**src/rtl/keyrep_pkg.sv**
```systemverilog
package keyrep_pkg;
  localparam int unsigned NUM_KEYS     = 10;
  localparam logic [7:0]  REQ_CHAR     = 8'h50;
  localparam int unsigned REQ_LOW_BITS = 5;   // start bit plus four leading zero data bits
  localparam logic [7:0]  REPLY_BASE   = 8'h40;
  localparam int unsigned FRAME_BITS   = 10;
  localparam int unsigned STOP_DRIVE   = 2;   // clocks the stop level is driven before release

  typedef enum logic [1:0] {RX_IDLE, RX_MEAS, RX_SAMP, RX_HOLD} rx_state_e;
  typedef enum logic [1:0] {TX_IDLE, TX_TURN, TX_BIT} tx_state_e;

  function automatic logic [7:0] reply_byte(input logic [NUM_KEYS-1:0] k, input logic sel);
    reply_byte = REPLY_BASE | (sel ? {4'b0, k[9:6]} : {2'b0, k[5:0]});
  endfunction
endpackage

```
**src/rtl/keyrep_sync.sv**
```systemverilog
module keyrep_sync #(
  parameter int unsigned STAGES = 2
) (
  input  logic clk_i,
  input  logic rst_ni,
  input  logic d_i,
  output logic q_o
);
  logic [STAGES-1:0] ff;

  always_ff @(posedge clk_i or negedge rst_ni) begin
    if (!rst_ni) ff <= '1;
    else         ff <= {ff[STAGES-2:0], d_i};
  end

  assign q_o = ff[STAGES-1];
endmodule

```
**src/rtl/keyrep_rx.sv**
```systemverilog
module keyrep_rx
  import keyrep_pkg::*;
#(
  parameter int unsigned CNT_W   = 12,
  parameter int unsigned PER_MIN = 33,
  parameter int unsigned PER_MAX = 160
) (
  input  logic             clk_i,
  input  logic             rst_ni,
  input  logic             en_i,
  input  logic             line_i,
  output logic             req_o,
  output logic [CNT_W-1:0] per_o
);
  localparam int unsigned LEN_MIN = PER_MIN * REQ_LOW_BITS;
  localparam int unsigned LEN_MAX = PER_MAX * REQ_LOW_BITS;
  // expected samples after the first rising edge: remaining data bits, then stop
  localparam logic [4:0]  TAIL    = {1'b1, REQ_CHAR[7:REQ_LOW_BITS-1]};

  rx_state_e        st;
  logic             line_q;
  logic [CNT_W-1:0] cnt, per;
  logic [2:0]       idx;
  logic [CNT_W-1:0] div_w;

  assign div_w = cnt / CNT_W'(REQ_LOW_BITS);

  always_ff @(posedge clk_i or negedge rst_ni) begin
    if (!rst_ni) begin
      st     <= RX_IDLE;
      line_q <= 1'b1;
      cnt    <= '0;
      per    <= '0;
      idx    <= '0;
      req_o  <= 1'b0;
    end else begin
      line_q <= line_i;
      req_o  <= 1'b0;
      unique case (st)
        RX_IDLE: if (en_i && line_q && !line_i) begin
          st  <= RX_MEAS;
          cnt <= CNT_W'(1);
        end
        RX_MEAS: begin
          if (line_i) begin
            if (cnt < CNT_W'(LEN_MIN)) st <= RX_IDLE;
            else begin
              per <= div_w;
              cnt <= div_w >> 1;
              idx <= '0;
              st  <= RX_SAMP;
            end
          end else if (cnt >= CNT_W'(LEN_MAX)) st <= RX_HOLD;
          else cnt <= cnt + 1'b1;
        end
        RX_SAMP: begin
          if (cnt == '0) begin
            if (line_i != TAIL[idx]) st <= RX_HOLD;
            else if (idx == 3'd4) begin
              req_o <= 1'b1;
              st    <= RX_IDLE;
            end else begin
              idx <= idx + 1'b1;
              cnt <= per - 1'b1;
            end
          end else cnt <= cnt - 1'b1;
        end
        RX_HOLD: if (line_i) st <= RX_IDLE;
        default: st <= RX_IDLE;
      endcase
    end
  end

  assign per_o = per;

  assert_period_range_R3: assert property (@(posedge clk_i) disable iff (!rst_ni)
    req_o |-> (per_o >= CNT_W'(PER_MIN) && per_o <= CNT_W'(PER_MAX)));
endmodule

```
**src/rtl/keyrep_tx.sv**
```systemverilog
module keyrep_tx
  import keyrep_pkg::*;
#(
  parameter int unsigned CNT_W = 12
) (
  input  logic                clk_i,
  input  logic                rst_ni,
  input  logic                start_i,
  input  logic [CNT_W-1:0]    per_i,
  input  logic [NUM_KEYS-1:0] keys_i,
  output logic                busy_o,
  output logic                line_o,
  output logic                oe_o
);
  tx_state_e           st;
  logic [CNT_W-1:0]    cnt, lim, per_q;
  logic [FRAME_BITS-1:0] sh;
  logic [3:0]          bitn;
  logic                sel;
  logic [NUM_KEYS-1:0] keys_q;

  always_ff @(posedge clk_i or negedge rst_ni) begin
    if (!rst_ni) begin
      st     <= TX_IDLE;
      cnt    <= '0;
      lim    <= '0;
      per_q  <= '0;
      sh     <= '1;
      bitn   <= '0;
      sel    <= 1'b0;
      keys_q <= '0;
    end else begin
      unique case (st)
        TX_IDLE: if (start_i) begin
          per_q  <= per_i;
          keys_q <= keys_i;
          cnt    <= '0;
          lim    <= per_i + (per_i >> 1) - 1'b1;  // stop-sample to start bit: 1.5 periods
          st     <= TX_TURN;
        end
        TX_TURN: begin
          if (cnt == lim) begin
            sh   <= {1'b1, reply_byte(keys_q, 1'b0), 1'b0};
            cnt  <= '0;
            bitn <= '0;
            sel  <= 1'b0;
            st   <= TX_BIT;
          end else cnt <= cnt + 1'b1;
        end
        TX_BIT: begin
          if (cnt == per_q - 1'b1) begin
            cnt <= '0;
            if (bitn == 4'(FRAME_BITS-1)) begin
              if (!sel) begin
                sel  <= 1'b1;
                sh   <= {1'b1, reply_byte(keys_q, 1'b1), 1'b0};
                bitn <= '0;
              end else st <= TX_IDLE;
            end else begin
              sh   <= {1'b1, sh[FRAME_BITS-1:1]};
              bitn <= bitn + 1'b1;
            end
          end else cnt <= cnt + 1'b1;
        end
        default: st <= TX_IDLE;
      endcase
    end
  end

  assign busy_o = (st != TX_IDLE);
  assign line_o = (st == TX_BIT) ? sh[0] : 1'b1;
  assign oe_o   = (st == TX_BIT) &&
                  ((bitn != 4'(FRAME_BITS-1)) || (cnt < CNT_W'(STOP_DRIVE)));

  assert_release_high_R7: assert property (@(posedge clk_i) disable iff (!rst_ni)
    $fell(oe_o) |-> $past(line_o));
  assert_start_low_R6: assert property (@(posedge clk_i) disable iff (!rst_ni)
    $rose(oe_o) |-> !line_o);
endmodule

```
**src/rtl/keyrep_chg.sv**
```systemverilog
module keyrep_chg
  import keyrep_pkg::*;
(
  input  logic                clk_i,
  input  logic                rst_ni,
  input  logic [NUM_KEYS-1:0] keys_i,
  input  logic                clr_i,
  output logic                chg_no
);
  logic [NUM_KEYS-1:0] keys_q;
  logic                flag;
  logic                key_diff;

  assign key_diff = (keys_i != keys_q);

  always_ff @(posedge clk_i or negedge rst_ni) begin
    if (!rst_ni) begin
      keys_q <= '0;
      flag   <= 1'b0;
    end else begin
      keys_q <= keys_i;
      if (key_diff)   flag <= 1'b1;  // a fresh edge outranks a poll
      else if (clr_i) flag <= 1'b0;
    end
  end

  assign chg_no = ~flag;

  assert_clear_on_poll_R8: assert property (@(posedge clk_i) disable iff (!rst_ni)
    (clr_i && !key_diff) |=> chg_no);
endmodule

```
**src/rtl/keyrep_top.sv**
```systemverilog
module keyrep_top
  import keyrep_pkg::*;
#(
  parameter int unsigned CLK_HZ      = 16_000_000,
  parameter int unsigned BAUD_MIN    = 8000,
  parameter int unsigned BAUD_MAX    = 38400,
  parameter int unsigned SYNC_STAGES = 2
) (
  input  logic                clk_i,
  input  logic                rst_ni,
  input  logic                two_wire_i,
  input  logic                line_i,
  input  logic                rx_i,
  input  logic [NUM_KEYS-1:0] keys_i,
  output logic                line_o,
  output logic                line_oe_o,
  output logic                change_no
);
  localparam int unsigned PER_MIN = CLK_HZ / BAUD_MAX;
  localparam int unsigned PER_MAX = CLK_HZ / BAUD_MIN;
  localparam int unsigned CNT_W   = $clog2(PER_MAX * REQ_LOW_BITS + 2);

  logic             line_s, rx_s, req_src;
  logic             req, tx_busy;
  logic [CNT_W-1:0] per;

  keyrep_sync #(.STAGES(SYNC_STAGES)) u_sync_line (
    .clk_i(clk_i), .rst_ni(rst_ni), .d_i(line_i), .q_o(line_s));
  keyrep_sync #(.STAGES(SYNC_STAGES)) u_sync_rx (
    .clk_i(clk_i), .rst_ni(rst_ni), .d_i(rx_i), .q_o(rx_s));

  assign req_src = two_wire_i ? rx_s : line_s;

  keyrep_rx #(.CNT_W(CNT_W), .PER_MIN(PER_MIN), .PER_MAX(PER_MAX)) u_rx (
    .clk_i(clk_i), .rst_ni(rst_ni), .en_i(!tx_busy), .line_i(req_src),
    .req_o(req), .per_o(per));

  keyrep_tx #(.CNT_W(CNT_W)) u_tx (
    .clk_i(clk_i), .rst_ni(rst_ni), .start_i(req), .per_i(per), .keys_i(keys_i),
    .busy_o(tx_busy), .line_o(line_o), .oe_o(line_oe_o));

  keyrep_chg u_chg (
    .clk_i(clk_i), .rst_ni(rst_ni), .keys_i(keys_i), .clr_i(req), .chg_no(change_no));

  assert_no_req_in_reply_R7: assert property (@(posedge clk_i) disable iff (!rst_ni)
    tx_busy |-> !req);
  assert_idle_released_R1: assert property (@(posedge clk_i) disable iff (!rst_ni)
    !tx_busy |-> !line_oe_o);
endmodule

```
**config.mk**
```make
export PLATFORM = sky130hd
export DESIGN_NAME = keyrep_top
export DESIGN_NICKNAME = d
export VERILOG_FILES = /design/src/rtl/keyrep_pkg.sv /design/src/rtl/keyrep_sync.sv /design/src/rtl/keyrep_rx.sv /design/src/rtl/keyrep_tx.sv /design/src/rtl/keyrep_chg.sv /design/src/rtl/keyrep_top.sv
export SDC_FILE = /design/constraint.sdc
export NUM_CORES = 1
export LEC_CHECK = 0
export CAP_MARGIN = 20
export CORE_ASPECT_RATIO = 1.1
export CORE_MARGIN = 10
export CORE_UTILIZATION = 50
export CTS_BUF_LIST = sky130_fd_sc_hd__clkbuf_16
export CTS_CLUSTER_DIAMETER = 60
export DETAILED_ROUTE_END_ITERATION = 10
export PLACE_DENSITY = 0.66
export SLEW_MARGIN = 20
export SYNTH_ARGS = -nofsm -noshare
export SYNTH_HDL_FRONTEND = slang
export SYNTH_SLANG_ARGS = --single-unit
```
**constraint.sdc**
```tcl
create_clock -name clk_i -period 8.2 [get_ports clk_i]
set_input_delay 2.46 -clock clk_i [delete_from_list [all_inputs] [get_ports clk_i]]
set_output_delay 2.46 -clock clk_i [all_outputs]
set_load 0.02 [all_outputs]
```
==> summary.md, run 1 <==
| Metric | Value |
|---|---|
| Via-to-Cell Ratio | `approximately 5.9` |
| Reg clk slew, reported paths | `roughly 0.060 ns` |
| CP max FO | `13` |
| Critical hold path startpoint | `u_sync_line.ff[0]` |
| I/O Buffers | `17` |
| Vias in the first global route | `roughly 7600` |
| Effective utilization at floorplan | `between 50 and 60%` |
| CTS Root Cell | `clkbuf_16` |
| Post-route ant nets | `0` |
| Fill count | `roughly 1700` |
| Critical Path AT | `just under 6 ns` |
| Final setup vio count | `0` |
| PostCTS Resize Cnt | `0` |
| Minimum clock period | `between 5 and 6 ns` |
| Seq/Total Area, Yosys | `approximately a third` |
| H-Tree Depth | `4` |
| Register area | `about 2900 um^2` |
| DR iter-0 viols | `about 570` |
| Pre-CTS worst setup slack | `roughly 2.1 ns` |
| TritonCTS Buffers | `17` |
| Routed length per placed instance | `around 17 um` |
| Gate Count Post-Synth | `roughly 1100` |
| Grt ovf | `0` |
| Worst Hold Class | `flip-flop to flip-flop` |
| Routed vias | `between 7000 and 8000` |
| PwrDens | `355.0 nW/um^2` |
| Most used cell, CP | `nand2_1` |
| Asr flop ratio synth | `100.0%` |
| Hpwl dp | `15930 um` |
| Max-slew headroom | `a little under a third` |
| Hold bufs inserted after CTS | `0` |
| Worst setup EP type | `flip-flop` |
| Final instance area | `9714 um^2` |
| Top cell type by total area after synthesis | `dfrtp_1` |
| Number of flops mapped to enable cells by yosys | `0` |
| Initial antenna violation count | `0` |
| Area Overhead vs Synth | `8.074%` |
| Gr usage total | `18.80%` |
| Routed WL | `around 22000 um` |
| Worst Tran Pin Value | `approximately 1.0 ns` |
| Max Clk Rate | `roughly 180 MHz` |
| Worst setup path startpoint | `two_wire_i` |
| First-pass GRT wire length | `roughly 38000 um` |
| Area of the core | `between 15000 and 20000 um^2` |
| Skew final | `between 0.007 and 0.008 ns` |
| Setup crit start kind | `input port` |
| GP Congestion | `0.9231` |
| Site Rows | `approximately 50` |
| Area after DPL | `around 9100 um^2` |
| CTS tree | `yes` |
| Worst Path Required | `about 8.5 ns` |
| Die width | `147.8 um` |
| Final Hold Viols | `0` |
| Pin count of the biggest net entering global routing | `about 60` |
| Slew Viols, Final | `0` |
| Flops & latches, synth | `114` |
| Ys Warns | `0` |
| Share of cells above drive strength 1 | `about 10%` |
| Cell breakdown of the critical path | `clkdlybuf4s50_1 -> mux2i_1 -> clkinv_1 -> xnor2_1 -> nand2_1 -> nand2_1 -> nand2_1 -> nand4b_1 -> inv_1 -> nand2_1 -> o22ai_1` |
| DRC Markers | `0` |
| Worst path bufs/invs | `3` |
| Top post-synthesis cells by count | `111 x nand2_1, 100 x dfrtp_1, 99 x o21ai_0` |
| Sum Neg Setup Slack | `0 ns` |
| Max-cap violations | `0` |
| Syn nets | `~1100` |
| Worst-Skew Late Latency | `between 0.4 and 0.5 ns` |
| P_leak | `between 4 and 5 nW` |
| VDD IR-drop max | `around 0.00020 V` |
| Yosys cell types | `99` |
| Count leader, synth | `nand2_1` |
| Main synth FF type | `dfrtp_1` |
| Setup Crit Path Kind | `input port to flip-flop` |
| Unrepaired setup endpoints after global routing | `false` |
| Sink Count | `around 110` |
| CP max stage cell | `mux2i_1` |
| Multi-input gate area | `roughly 5500 um^2` |
| Period utilization | `between 60% and 70%` |
| Syn Area/Cell | `8.408 um^2` |
| Synth top area cells | `dfrtp_1 28%, ha_1 5.7%, o21ai_0 5.5%` |
| TritonRoute pass-1 iters | `5` |
| Clock Path Buffers | `2` |
| Synth top area share | `about 28%` |
| Die ar. | `~24000 um^2` |
| Setup WS post-layout | `2.514 ns` |
| # nets final | `1100` |
| # diodes | `0` |
| Max stage delay on crit path | `around 0.84 ns` |
| Die height | `160.6 um` |
| IO Count | `18` |
| Mapped Area | `approximately 9000 um^2` |
| Status | `completed` |
| Buffer count from post-CTS setup fixing | `0` |
| Reg2reg start | `u_rx.cnt[8]` |
| Largest delay share family, worst path | `buffers and inverters` |
==> final timing paths <==
check,end,slack [ns],cells past startpoint
worst max register to register,u_rx.cnt[0],3.03,15
worst min register to register,u_sync_line.ff[1],0.36,0
max in group asynchronous,u_tx.per_q[10],4.87,2
min in group asynchronous,u_chg.keys_q[6],2.12,1
worst min-delay path,u_sync_line.ff[1],0.36,0
worst max-delay path,u_rx.cnt[9],2.51,11
==> per-layer routing <==
layer  track usage, %  up-vias  part of all wire [%]
li1                 -     3790                     -
met1            23.26     3680                    44
met2            31.85      165                    50
met3            3.232       40                   3.6
met4            7.304        0                   2.6
met5                0        -                     0
==> final cells by class <==
cell class                 count  share of cell area [%]
tap                          238                   3.065
timing repair buffer          26                   2.421
clock inverter                15                   1.507
clock buffer                  17                   4.379
multi-input combinational    814                   56.41
inverter                      69                   2.666
sequential                   114                   29.55
==> power breakdown <==
group	switching, mW	leakage, nW	internal, mW
registers	0.111	1.46	0.659
clock network	0.285	0.264	0.423
logic	1.19	2.36	0.780
==> cell families (layout without fill, tap and decap cells) <==
logic type / count (synthesis) / count (layout) / synth area share, %
compound gates: 309 / 309 / 23.26
xor+xnor: 85 / 85 / 8.449
simple gates: 347 / 347 / 19.46
buf+inv: 141 / 127 / 7.127
flops: 114 / 114 / 31.93
mux: 26 / 26 / 3.132
fa+ha+maj: 47 / 47 / 6.640
==> stage by stage <==
step | utilization, % | total power, mW | std cells | hold slack [ns]
4_1_cts | 54.96 | 3.456 | 1293 | 0.3579
3_3_place_gp | 51.72 | 2.709 | 1261 | 0.3453
6_report | 54.96 | 3.449 | 1293 | 0.3565
2_1_floorplan | - | 2.348 | 1069 | 0.3452
3_5_place_dp | 51.72 | 2.729 | 1261 | 0.3493
5_1_grt | 54.96 | 3.733 | 1293 | 0.3628
==> sequential cells by signal, indices dropped and copies added (netlist names) <==
name,flops
u_rx.st,2
u_rx.req_o,1
u_tx.lim,14
u_tx.cnt,14
u_rx.line_q,1
u_chg.flag,1
u_rx.cnt,14
u_rx.per_o,12
u_tx.bitn,4
u_rx.idx,3
u_tx.sh,9
u_tx.keys_q,10
u_sync_rx.ff,2
u_chg.keys_q,10
u_tx.st,2
u_tx.sel,1
u_sync_line.ff,2
u_tx.per_q,12
==> layout by cell type, fill, tap and decap left out, drive strengths merged, types with 13 or more instances in the layout <==
master,instances
dfrtp,100
o22ai,17
nand3,33
and3,15
inv,72
nor2,66
clkbuf,17
nand2b,18
mux2,17
dfstp,14
xor2,35
a21oi,52
o31ai,15
nor4,13
a31oi,14
xnor2,50
nor3,30
o21ai,101
nand2,112
ha,41
clkdlybuf4s50,16
Power figures use the tool's default switching activity.
==> run 2: changes to the inputs <==
--- a/config.mk
+++ b/config.mk
@@ -12,7 +12,7 @@
 export CTS_BUF_LIST = sky130_fd_sc_hd__clkbuf_16
 export CTS_CLUSTER_DIAMETER = 60
 export DETAILED_ROUTE_END_ITERATION = 10
-export PLACE_DENSITY = 0.66
+export PLACE_DENSITY = 0.69
 export SLEW_MARGIN = 20
 export SYNTH_ARGS = -nofsm -noshare
 export SYNTH_HDL_FRONTEND = slang
==> constraint.sdc (replaced) <==
create_clock -name clk_i -period 4.9 [get_ports clk_i]
set_input_delay 1.47 -clock clk_i [delete_from_list [all_inputs] [get_ports clk_i]]
set_output_delay 1.47 -clock clk_i [all_outputs]
set_load 0.02 [all_outputs]
==> run 2 against run 1 <==
Net effect: clock power is 64% higher; global-route usage hardly changed; first-iteration DRC count grew 7.8%; critical path type is now flip-flop to flip-flop; critical endpoint is now u_rx.per_o[0].
==> summary.md, run 2 (synthesized netlist as in run 1, its figures left out) <==
| Metric | Value |
|---|---|
| Combinational share of power | `58.7% (+1.5 points)` |
| Final Hold Viols | `0 (unchanged)` |
| DR iter-0 viols | `619 (+7.8%)` |
| Unrepaired setup endpoints after global routing | `false` |
| Most used cell, CP | `a31oi_1` |
| Area of the core | `17680 um^2 (unchanged)` |
| Status | `completed` |
| VDD IR-drop max | `0.0005676 V (+180%)` |
| Site Rows | `51 (unchanged)` |
| Critical Path AT | `4.74 ns (-1.21 ns)` |
| Via-to-Cell Ratio | `6.015 (+1.3%)` |
| Max stage delay on crit path | `0.73 ns (-0.11 ns)` |
| TritonRoute pass-1 iters | `5 (unchanged)` |
| Max Clk Rate | `~220 MHz` |
| Commonest non-fill, non-tap cell in the layout | `nand2_1` |
| Fill count | `1623 (-2.6%)` |
| Minimum clock period | `~4.5 ns` |
| Max-slew headroom | `34.14% (+3.9 points)` |
| CTS tree | `yes` |
| NetSw | `2.672 mW (+68%)` |
| Hpwl dp | `16130 um (+1.2%)` |
| Final Util | `56.00% (+1.0 points)` |
| Routed length per placed instance | `16.87 um (-1.4%)` |
| Cell breakdown of the critical path | `xor2_2 -> o2bb2ai_1 -> a2111oi_0 -> a31oi_1 -> a41oi_1 -> mux2_2 -> nor4_4 -> buf_12 -> mux2_1 -> o21a_1 -> nor2_1 -> nand4_1 -> a31oi_1 -> nor3_1` |
| Switch share | `45.46% (-0.55 points)` |
| Worst-Skew Late Latency | `0.41 ns (about the same)` |
| Slew Viols, Final | `0 (unchanged)` |
| Routed WL | `22220 um (+0.39%)` |
| Seq pwr share | `21.6% (-0.7 points)` |
| Routed vias | `7922 (+3.2%)` |
| Area Overhead vs Synth | `10.12%` |
| Die ar. | `23750 um^2 (unchanged)` |
| Clock share of power | `19.8% (-0.7 points)` |
| Setup Crit Path Kind | `flip-flop to flip-flop` |
| Die width | `147.8 um (unchanged)` |
| Setup crit start kind | `flip-flop` |
| Final setup vio count | `0 (unchanged)` |
| Vias in the first global route | `7575 (+0.33%)` |
| Worst Path Required | `5.19 ns (-3.27 ns)` |
| Clock Path Buffers | `2 (unchanged)` |
| Internal Pwr Total | `3.206 mW (+72%)` |
| CTS Root Cell | `clkbuf_16` |
| Worst setup EP type | `flip-flop` |
| Die height | `160.6 um (unchanged)` |
| # nets final | `1124 (+2.2%)` |
| Sum Neg Setup Slack | `0 ns (unchanged)` |
| PwrDens | `593.9 nW/um^2 (+67%)` |
| P_leak | `4.205 nW (+2.9%)` |
| IO Count | `18 (unchanged)` |
| TritonCTS Buffers | `17 (unchanged)` |
| Worst Tran Pin Value | `0.9844 ns (-0.03299 ns)` |
| Period utilization | `90.91%` |
| Effective utilization at floorplan | `50.85% (unchanged)` |
| # diodes | `0 (unchanged)` |
| Share of cells above drive strength 1 | `12.05% (+1.9 points)` |
| Grt ovf | `0 (unchanged)` |
| Sink Count | `114 (unchanged)` |
| Pin count of the biggest net entering global routing | `63 (+3.3%)` |
| GP Congestion | `0.9394 (+1.8%)` |
| Worst Hold Class | `flip-flop to flip-flop` |
| H-Tree Depth | `4 (unchanged)` |
| Max-cap violations | `0 (unchanged)` |
| Post-route ant nets | `0 (unchanged)` |
| I/O Buffers | `17 (unchanged)` |
| Reg clk slew, reported paths | `0.06 ns (about the same)` |
| Overall Power | `5.879 mW (+70%)` |
| CP max FO | `24 (+11)` |
| Gr usage total | `18.81% (about the same)` |
| Commonest cells after routing, fill and taps aside | `110 x nand2_1, 99 x o21ai_0, 99 x dfrtp_1, 66 x nor2_1, 65 x inv_1` |
| Initial antenna violation count | `0 (unchanged)` |
| Largest registers | `u_rx.cnt (14), u_tx.cnt (14), u_tx.lim (14)` |
| DRC Markers | `0 (unchanged)` |
| CP max stage cell | `dfrtp_1` |
| Skew final | `0.008508 ns (+0.0007948 ns)` |
| First-pass GRT wire length | `37680 um (+0.13%)` |
## run 2: cell types whose count changed in the layout (fill, tap and decap cells not counted), sizes merged
cell | before | now
clkinv | 6 | 10
buf | 10 | 34
inv | 72 | 68
## run 2: worst paths after layout
path | depth (start not counted) | slack [ns] | end | start
max | 14 | 0.45 | u_rx.per_o[0] | u_rx.cnt[10]
min | 0 | 0.35 | u_sync_rx.ff[1] | u_sync_rx.ff[0]
max reg2reg | 14 | 0.45 | u_rx.per_o[0] | u_rx.cnt[10]
min reg2reg | 0 | 0.35 | u_sync_rx.ff[1] | u_sync_rx.ff[0]
max in group asynchronous | 2 | 2.88 | u_rx.line_q | rst_ni
min in group asynchronous | 1 | 1.13 | u_chg.keys_q[1] | rst_ni
## run 2: through the flow
step                hold slack, ns  cell area (um^2)  std cells  worst slack, ns
finish                      0.3544              9898       1317           0.4452
floorplan                   0.3452              8989       1069            1.087
CTS                         0.3560              9897       1317           0.3599
detailed placement          0.3473              9335       1285           0.3813
global route                0.3609              9898       1317           0.1010
global placement            0.3459              9335       1285           0.5108
## run 2: timing repair
| item | in CTS | in global routing |
|---|---|---|
| hold endpoints to repair | 0 | 0 |
| setup endpoints to repair | 0 | 1 |
| hold buffers | 0 | 0 |
| gates resized for setup | 0 | 1 |
| buffers inserted | 0 | 0 |
## run 2: area by class of cell
type | count | area [um^2] | share of cell area (%)
multi-input combinational | 814 | 5480 | 55.37
tap | 238 | 297.8 | 3.008
inverter | 69 | 259.0 | 2.617
sequential | 114 | 2872 | 29.01
clock inverter | 15 | 136.4 | 1.378
timing repair buffer | 50 | 427.9 | 4.323
clock buffer | 17 | 425.4 | 4.298
## run 2: layer usage
layer	GRT usage, %	vias up	share of wire (%)	wire, um
met1	23.81	3767	44	9713
met3	2.782	47	4.4	979
met2	31.26	251	49	10900
met5	0	-	0	0
met4	7.980	0	2.8	618
li1	-	3857	-	-
## run 2: worst max-delay path: cells and delay by family (launching register included)
family | cells | cell delay, ns
compound gates | 6 | 1.53
flops | 1 | 0.73
xor+xnor | 1 | 0.34
buf+inv | 1 | 0.21
simple gates | 4 | 0.75
mux | 2 | 0.75
## run 2: power groups by stage
stage / Combinational (mW) / Sequential (mW) / Clock (mW)
6_report: 3.45 / 1.27 / 1.16
5_1_grt: 3.83 / 1.29 / 1.23
4_1_cts: 3.42 / 1.27 / 1.18
3_5_place_dp: 3.39 / 1.28 / 0
3_3_place_gp: 3.34 / 1.27 / 0
2_1_floorplan: 2.73 / 1.20 / 0
